<file path="src/rtl/eep_pkg.sv">
package eep_pkg;

  localparam int CMD_BUSY_BIT = 31;
  localparam int CMD_OP_HI    = 29;
  localparam int CMD_OP_LO    = 28;
  localparam int CMD_TMO_BIT  = 17;

  localparam logic [7:0] OFS_CMD  = 8'h00;
  localparam logic [7:0] OFS_DATA = 8'h04;

  localparam logic [1:0] OPC_WRITE = 2'b11;

  typedef enum logic {
    SEQ_IDLE,
    SEQ_WAIT
  } seq_state_e;

  function automatic logic op_is_write(input logic [1:0] op);
    return op == OPC_WRITE;
  endfunction

  function automatic logic [31:0] cmd_pack(input logic        busy,
                                           input logic [1:0]  op,
                                           input logic        tmo,
                                           input logic [15:0] addr);
    logic [31:0] w;
    w = '0;
    w[CMD_BUSY_BIT]          = busy;
    w[CMD_OP_HI:CMD_OP_LO]   = op;
    w[CMD_TMO_BIT]           = tmo;
    w[15:0]                  = addr;
    return w;
  endfunction

  function automatic logic limit_reached(input logic [31:0] cnt, input int limit);
    return cnt == 32'(limit - 1);
  endfunction

endpackage

</file>
<file path="src/rtl/eep_reg_decode.sv">
module eep_reg_decode #(
  parameter int REG_AW = 8
) (
  input  logic              reg_wr,
  input  logic [REG_AW-1:0] reg_addr,
  input  logic              wr_busy_bit,
  input  logic              wr_tmo_bit,
  input  logic              busy,
  output logic              cmd_sel,
  output logic              data_sel,
  output logic              cmd_wr,
  output logic              data_wr,
  output logic              launch,
  output logic              probe_clr,
  output logic              host_data_poke
);
  import eep_pkg::*;

  logic accept;

  assign cmd_sel        = reg_addr == REG_AW'(OFS_CMD);
  assign data_sel       = reg_addr == REG_AW'(OFS_DATA);
  assign accept         = reg_wr && !busy;
  assign cmd_wr         = accept && cmd_sel;
  assign data_wr        = accept && data_sel;
  assign launch         = cmd_wr && wr_busy_bit;
  assign probe_clr      = cmd_wr && !wr_busy_bit && wr_tmo_bit;
  assign host_data_poke = reg_wr && data_sel;

endmodule

</file>
<file path="src/rtl/eep_wait_timer.sv">
module eep_wait_timer #(
  parameter int LIMIT = 2000,
  parameter int CNT_W = $clog2(LIMIT + 1)
) (
  input  logic             clk,
  input  logic             rst_n,
  input  logic             run,
  output logic [CNT_W-1:0] cnt,
  output logic             expired
);
  import eep_pkg::*;

  logic [CNT_W-1:0] cnt_q;

  assign expired = run && limit_reached(32'(cnt_q), LIMIT);
  assign cnt     = cnt_q;

  always_ff @(posedge clk or negedge rst_n) begin
    if (!rst_n)        cnt_q <= '0;
    else if (!run)     cnt_q <= '0;
    else if (!expired) cnt_q <= cnt_q + 1'b1;
  end

endmodule

</file>
<file path="src/rtl/eep_seq.sv">
module eep_seq (
  input  logic clk,
  input  logic rst_n,
  input  logic launch,
  input  logic ack_ok,
  input  logic expired,
  output logic busy,
  output logic done_ok,
  output logic done_tmo
);
  import eep_pkg::*;

  seq_state_e st_q, st_d;

  assign busy     = st_q == SEQ_WAIT;
  assign done_ok  = busy && ack_ok;
  assign done_tmo = busy && !ack_ok && expired;

  always_comb begin
    st_d = st_q;
    case (st_q)
      SEQ_IDLE: if (launch) st_d = SEQ_WAIT;
      SEQ_WAIT: if (done_ok || done_tmo) st_d = SEQ_IDLE;
      default:  st_d = SEQ_IDLE;
    endcase
  end

  always_ff @(posedge clk or negedge rst_n) begin
    if (!rst_n) st_q <= SEQ_IDLE;
    else        st_q <= st_d;
  end

endmodule

</file>
<file path="src/rtl/eep_cmd_ctrl.sv">
module eep_cmd_ctrl #(
  parameter int REG_AW     = 8,
  parameter int ADDR_BITS  = 13,
  parameter int TMO_CYCLES = 2000
) (
  input  logic                 clk,
  input  logic                 rst_n,
  input  logic                 reg_wr,
  input  logic [REG_AW-1:0]    reg_addr,
  input  logic [31:0]          reg_wdata,
  output logic [31:0]          reg_rdata,
  output logic                 mem_req,
  output logic                 mem_we,
  output logic [ADDR_BITS-1:0] mem_addr,
  output logic [7:0]           mem_wdata,
  input  logic                 mem_ack,
  input  logic [7:0]           mem_rdata,
  input  logic                 mem_present
);
  import eep_pkg::*;

  localparam int CNT_W = $clog2(TMO_CYCLES + 1);

  logic                 busy, done_ok, done_tmo, expired;
  logic                 cmd_sel, data_sel, cmd_wr, data_wr, launch, probe_clr;
  logic                 host_data_poke;
  logic [CNT_W-1:0]     wait_cnt;
  logic [1:0]           op_q;
  logic [ADDR_BITS-1:0] addr_q;
  logic                 tmo_q;
  logic [7:0]           data_q;
  logic                 unused_wdata;

  assign unused_wdata = ^{reg_wdata[30], reg_wdata[27:18], reg_wdata[16:ADDR_BITS]};

  eep_reg_decode #(.REG_AW(REG_AW)) u_dec (
    .reg_wr        (reg_wr),
    .reg_addr      (reg_addr),
    .wr_busy_bit   (reg_wdata[CMD_BUSY_BIT]),
    .wr_tmo_bit    (reg_wdata[CMD_TMO_BIT]),
    .busy          (busy),
    .cmd_sel       (cmd_sel),
    .data_sel      (data_sel),
    .cmd_wr        (cmd_wr),
    .data_wr       (data_wr),
    .launch        (launch),
    .probe_clr     (probe_clr),
    .host_data_poke(host_data_poke)
  );

  eep_wait_timer #(.LIMIT(TMO_CYCLES), .CNT_W(CNT_W)) u_tmr (
    .clk    (clk),
    .rst_n  (rst_n),
    .run    (busy),
    .cnt    (wait_cnt),
    .expired(expired)
  );

  eep_seq u_seq (
    .clk     (clk),
    .rst_n   (rst_n),
    .launch  (launch),
    .ack_ok  (mem_ack && mem_present),
    .expired (expired),
    .busy    (busy),
    .done_ok (done_ok),
    .done_tmo(done_tmo)
  );

  always_ff @(posedge clk or negedge rst_n) begin
    if (!rst_n) begin
      op_q   <= '0;
      addr_q <= '0;
    end else if (cmd_wr) begin
      op_q   <= reg_wdata[CMD_OP_HI:CMD_OP_LO];
      addr_q <= reg_wdata[ADDR_BITS-1:0];
    end
  end

  always_ff @(posedge clk or negedge rst_n) begin
    if (!rst_n)                     tmo_q <= 1'b0;
    else if (done_tmo)              tmo_q <= 1'b1;
    else if (launch || probe_clr)   tmo_q <= 1'b0;
  end

  always_ff @(posedge clk or negedge rst_n) begin
    if (!rst_n)                               data_q <= '0;
    else if (done_ok && !op_is_write(op_q))   data_q <= mem_rdata;
    else if (data_wr)                         data_q <= reg_wdata[7:0];
  end

  assign mem_req   = busy && mem_present;
  assign mem_we    = op_is_write(op_q);
  assign mem_addr  = addr_q;
  assign mem_wdata = data_q;

  always_comb begin
    reg_rdata = '0;
    if (cmd_sel)       reg_rdata = cmd_pack(busy, op_q, tmo_q, 16'(addr_q));
    else if (data_sel) reg_rdata = {24'h0, data_q};
  end

endmodule

</file>
<file path="config.mk">
export PLATFORM = sky130hd
export DESIGN_NAME = eep_cmd_ctrl
export DESIGN_NICKNAME = d
export VERILOG_FILES = /design/src/rtl/eep_pkg.sv /design/src/rtl/eep_reg_decode.sv /design/src/rtl/eep_wait_timer.sv /design/src/rtl/eep_seq.sv /design/src/rtl/eep_cmd_ctrl.sv
export SDC_FILE = /design/constraint.sdc
export NUM_CORES = 1
export LEC_CHECK = 0
export BUFFER_PORTS_ARGS = -buffer_cell sky130_fd_sc_hd__buf_2
export CAP_MARGIN = 20
export CORE_MARGIN = 4
export CORE_UTILIZATION = 40
export CTS_CLUSTER_DIAMETER = 80
export DETAILED_ROUTE_END_ITERATION = 7
export PLACE_DENSITY = 0.78
export SLEW_MARGIN = 15
export SYNTH_ARGS = -nofsm -noshare
export SYNTH_HDL_FRONTEND = slang
export SYNTH_SLANG_ARGS = --single-unit
</file>
<file path="constraint.sdc">
create_clock -name clk -period 2.1 [get_ports clk]
set_input_delay 0.21 -clock clk [delete_from_list [all_inputs] [get_ports clk]]
set_output_delay 0.21 -clock clk [all_outputs]
set_load 0.01 [all_outputs]
</file>
After elaboration in Yosys (flattened, before gate mapping)
Cells that the tools add are included.
- output and inout bits: 55
- register bits: 36
- word-level logic and storage cells: 45
- muxes and demuxes: 11
- bitwise gates (word level): 1
- equality and inequality tests: 4
- reduce and logical (&&, ||, !) cells: 22
- add/subtract/negate cells: 1
- operator list (cell ; number):
    two-way mux 32 bit ; 1
    two-way mux 8 bit ; 3
    two-way mux 11 bit ; 2
    logical AND 1 bit ; 13
    adder 11 x 1 -> 11 bit, second input constant ; 1
    equality test 11 bit, second input constant ; 1
    equality test 8 x 3 -> 1 bit, second input constant ; 1
    logical NOT 8 bit ; 1
    logical NOT 1 bit ; 4
    two-way mux 1 bit ; 4
    nonzero test 2 bit ; 2
    equality test 2 bit, second input constant ; 1
    logical OR 1 bit ; 2
    != test 2 bit, second input constant ; 1
    case mux 1 bit (2 select lines) ; 1
    inverter 1 bit ; 1

Logic depth before layout (Yosys ltp)
- depth in word-level cells: 8
- mapped depth: 5
- gate-level depth less buffers: 4

Hierarchy
Synthesis repeated with hierarchy kept, for this count alone.
- cell total of the unflattened synthesis: 184
- area, all modules: 2124.5 um2
- by module, submodules not included (module ; seq. area each (um2) ; instances ; cells each ; area an instance (um2)):
    eep_cmd_ctrl ; 600.6 ; 1 ; 104 ; 1350.0
    eep_wait_timer ; 275.3 ; 1 ; 59 ; 586.8
    eep_reg_decode ; 0.0 ; 1 ; 15 ; 128.9
    eep_seq ; 25.0 ; 1 ; 6 ; 58.8

Worst setup path after synthesis
Ideal clock, no wire load.
- path type: register to register
- from: register u_tmr.cnt_q[0] (netlist: u_tmr.cnt[0])
- to: register u_tmr.cnt_q[10] (netlist: u_tmr.cnt[10])
- buffers on the path: 0
- library setup time: 0.078 ns
- stages on the path, launching flop included: 5
- path slack: 0.611 ns
- clock period less this slack: 1.489 ns
- arrival time: 1.412 ns
- cells stage by stage: dfrtp_1 > ha_1 > nand3_1 > or4_1 > a21oi_1
- word-level cells in the longest chain between the ends: 3
- elaborated cells on any way between the ends: 6
- those cells by class: 1 x add/sub; 2 x eq/ne; 2 x mux; 1 x reduce/logical
- ends and longest elaborated chain (item ; RTL line ; text):
    start: declaration ; eep_wait_timer.sv:13 ; logic [CNT_W-1:0] cnt_q;
    start signal: assignment ; eep_wait_timer.sv:21 ; else if (!expired) cnt_q <= cnt_q + 1'b1;
    adder 11 x 1 -> 11 bit or equality test 11 bit (tied branches) ; eep_wait_timer.sv:21, eep_pkg.sv:36 ;
    two-way mux 11 bit or logical AND 1 bit (tied branches) ; eep_wait_timer.sv:21, eep_wait_timer.sv:15 ;
    two-way mux 11 bit or != test 2 bit (tied branches) ; n/a ;
Several ways; a longest one is shown, not always the timed one. The select of a mux whose other input is x is not followed.
A chain may end at the register's enable or synchronous reset.

Worst setup path after layout
- from: register u_seq.st_q (netlist: u_seq.busy)
- to: register addr_q[7] (netlist: mem_addr[7])
- word-level cells in the longest chain between the ends: 3
- ends and longest elaborated chain (item ; RTL line ; text):
    start: declaration ; eep_seq.sv:13 ; seq_state_e st_q, st_d;
    start signal: assignment ; eep_seq.sv:30 ; else st_q <= st_d;
    logical NOT 1 bit ; n/a ;
    logical AND 1 bit ; eep_reg_decode.sv:23 ; assign accept = reg_wr && !busy;
    logical AND 1 bit ; eep_reg_decode.sv:24 ; assign cmd_wr = accept && cmd_sel;
    end signal: assignment ; eep_cmd_ctrl.sv:76 ; addr_q <= reg_wdata[ADDR_BITS-1:0];
    end: declaration ; eep_cmd_ctrl.sv:29 ; logic [ADDR_BITS-1:0] addr_q;
Every way passes these cells.

==> flow_metrics.tcl <==
set metrics [dict create \
    r2r_cells 3 \
    syn2layout_area_growth_pct 23.63 \
    numPortBuffers 77 \
    worst_setup_path_start_kind "register" \
    fin_skew_ns 0.002703 \
    clock.fmax_mhz 546.6 \
    hold_viol 0 \
    async_reset_ff_share_pct 100.0 \
    routed_wl_mm 5.313 \
    cp_slowest_stage_delay_ns 0.51 \
    antenna_found_initial 0 \
    worst-slew-pin-transition_ns 0.8037 \
    critPathMaxFanout 16 \
    fin_crit_sh_pct 87.12 \
    end_kind "register" \
    nNetsFinal 325 \
    seq_area_frac_synth_pct 43.85 \
    drv_cap 0 \
    die_height_um 79.67 \
    diodes 0 \
    r2r_setup_slack_ns 0.27 \
    cts_resized 0 \
    r2r-start "u_seq.busy" \
    rsz0062_at_grt "false" \
    syn-cell-area_mm2 0.002054 \
    final_cell_mix "buf_2 (77), dfrtp_1 (36), conb_1 (15)" \
    drive_above_1_share_pct 40.81 \
    maxSlewViolCount 0 \
    rows 25 \
    synth_cell_types 44 \
    seqPwrFrac_pct 52.4 \
    crit_arrival_ns 2.00 \
    grt_first_pass_wirelength_mm 8.659 \
    grt_pass1_vias 1777 \
    h-tree-depth 2 \
    sw_frac_of_total_pct 25.09 \
    utilization_pct 52.39 \
    design.core.area_mm2 0.004848 \
    ant_nets 0 \
    grt_use_total_pct 17.33 \
    yosys_most_used_dff "dfrtp_1" \
    ioPinCount 108 \
    fp.dieArea_mm2 0.006347 \
    r2r-end "mem_addr[7]" \
    cts_tree "yes" \
    dr.pass1.iters 4 \
    place_area_mm2 0.002450 \
    ys_warn_count 0 \
    vdd_ir_drop_max_mv 0.2841 \
    clock_sinks 36 \
    setup_violations 0 \
    p_clk_share_pct 35.9 \
    cp_cell_sequence "nor2b_1 -> nand3_4 -> mux2_4" \
    root_buffer "clkbuf_8" \
    die_x_um 79.67 \
    mostFrequentLayoutCell "buf_2" \
    numCtsBuffers 5 \
    avgSynthCellArea_um2 10.64 \
    avgRoutedWirePerCell_um 15.67 \
    grt_max_degree 37 \
    power.density_mw_per_mm2 556.6 \
    critical_path_class "reg2reg" \
    path_clk_slew_ns 0.07 \
    synth_top_area_cell "dfrtp_1" \
    finalSetupTns_ns 0 \
    synth-edff-count 0 \
    synth_cells 193 \
    p_leak_nw 1.300 \
    combPwrFrac_pct 11.6 \
    drt-initial-drc-count 133 \
    min_path_type "in2async" \
    vias_per_cell 5.304 \
    clk_latency_ns 0.29 \
    grt_overflow_total 0 \
    slew_headroom_pct 46.42 \
    cts_hold_buf 0 \
    place_hpwl_mm 3.954 \
    cp.required_ns 2.28 \
    vias 1798 \
    slowest_stage "dfrtp_1" \
    route.detailed.drc 0 \
    clk_path_buf_depth 2 \
    p_sw_mw 0.3547 \
    yosys-top-cells-area "dfrtp_1 (44%), mux2_4 (6.6%), buf_4 (5.5%), a22o_1 (3.4%), mux2_2 (3.3%)" \
    internal-power_mw 1.059 \
    start_util_pct 42.37 \
    status "complete, no violations" \
    synth-seq-cells 36 \
    synth.top_cell.area_share_pct 43.85 \
    post-cts-setup-buffers 0 \
    gp_congestion 0.7403 \
    final_area_mm2 0.002540 \
    period_minus_slack_ns 1.830 \
    nFillCells 449 \
]
flip-flops by register name, summed over array words and instances (netlist names):
name,cells
tmo_q,1
op_q,2
u_seq.busy,1
mem_addr,13
u_tmr.cnt,11
mem_wdata,8
critical path, delay by kind of cell (launching register included):
kind | cells | cell delay (ns)
muxes | 1 | 0.40
and+or+nand+nor | 2 | 0.81
DFF | 1 | 0.51
synth_stat cells, drive strengths merged (4+ instances only):
cell,instances
a21oi,7
nand2,9
a311oi,6
a22o,8
dfrtp,36
mux2,15
nand3,5
nor3,8
nor4,9
inv,10
o31ai,6
nand4,4
and3,10
or4,5
buf,22
power groups by stage:
stage / Sequential (mW) / Combinational [mW] / Clock (mW)
after floorplan: 0.763 / 0.0796 / 0
after global placement: 0.753 / 0.161 / 0
after detailed placement: 0.754 / 0.166 / 0
after CTS: 0.741 / 0.166 / 0.521
after global routing: 0.744 / 0.182 / 0.546
final: 0.741 / 0.164 / 0.508
logic make-up (layout without fill, tap and decap cells):
group,count (synthesis),count (layout),share of synthesized area [%]
adder cells (fa/ha/maj),1,1,0.6089
flip-flops,36,36,43.85
buffers and inverters,35,100,9.805
AO/OA/AOI/OAI,39,39,13.95
other,1,15,0.1825
AND/OR/NAND/NOR,64,64,20.77
multiplexers,17,17,10.84
area by class of cell:
class	instances	area (µm²)	area share [%]
multi-input cells	136	1005	39.56
flip-flops and latches	36	900.9	35.47
repair buffers	82	422.9	16.65
clock buffers	8	90.09	3.547
well taps	67	83.83	3.300
inverters	10	37.54	1.478
how the worst max path moves through the flow:
stage,endpoint,from,cells past startpoint
after CTS,mem_addr[7],u_seq.busy,3
after detailed placement,mem_addr[9],u_seq.busy,3
after floorplan,u_tmr.cnt[10],u_tmr.cnt[0],4
final,mem_addr[7],u_seq.busy,3
after global routing,mem_addr[12],u_seq.busy,3
after global placement,mem_addr[5],u_seq.busy,3
layer usage:
metal	wire length, µm	vias to the layer above	global-route usage, %	part of all wire (%)
met2	2460	79	27.38	46
met5	0	-	0	0
met1	2347	867	23.05	44
li1	-	847	-	-
met3	452	5	5.079	8.5
met4	52	0	4.811	0.98
metrics by stage:
stage / power (mW) / setup WS (ns) / hold WS (ns) / std cells
3_3_place_gp: 0.9144 / 0.3170 / 0.3441 / 331
5_1_grt: 1.472 / 0.1401 / 0.07324 / 339
4_1_cts: 1.428 / 0.2597 / 0.04427 / 339
2_1_floorplan: 0.8423 / 0.6106 / -0.08559 / 207
3_5_place_dp: 0.9196 / 0.2701 / 0.3545 / 331
6_report: 1.414 / 0.2704 / 0.007934 / 339
(Power assumes the default switching activity.)
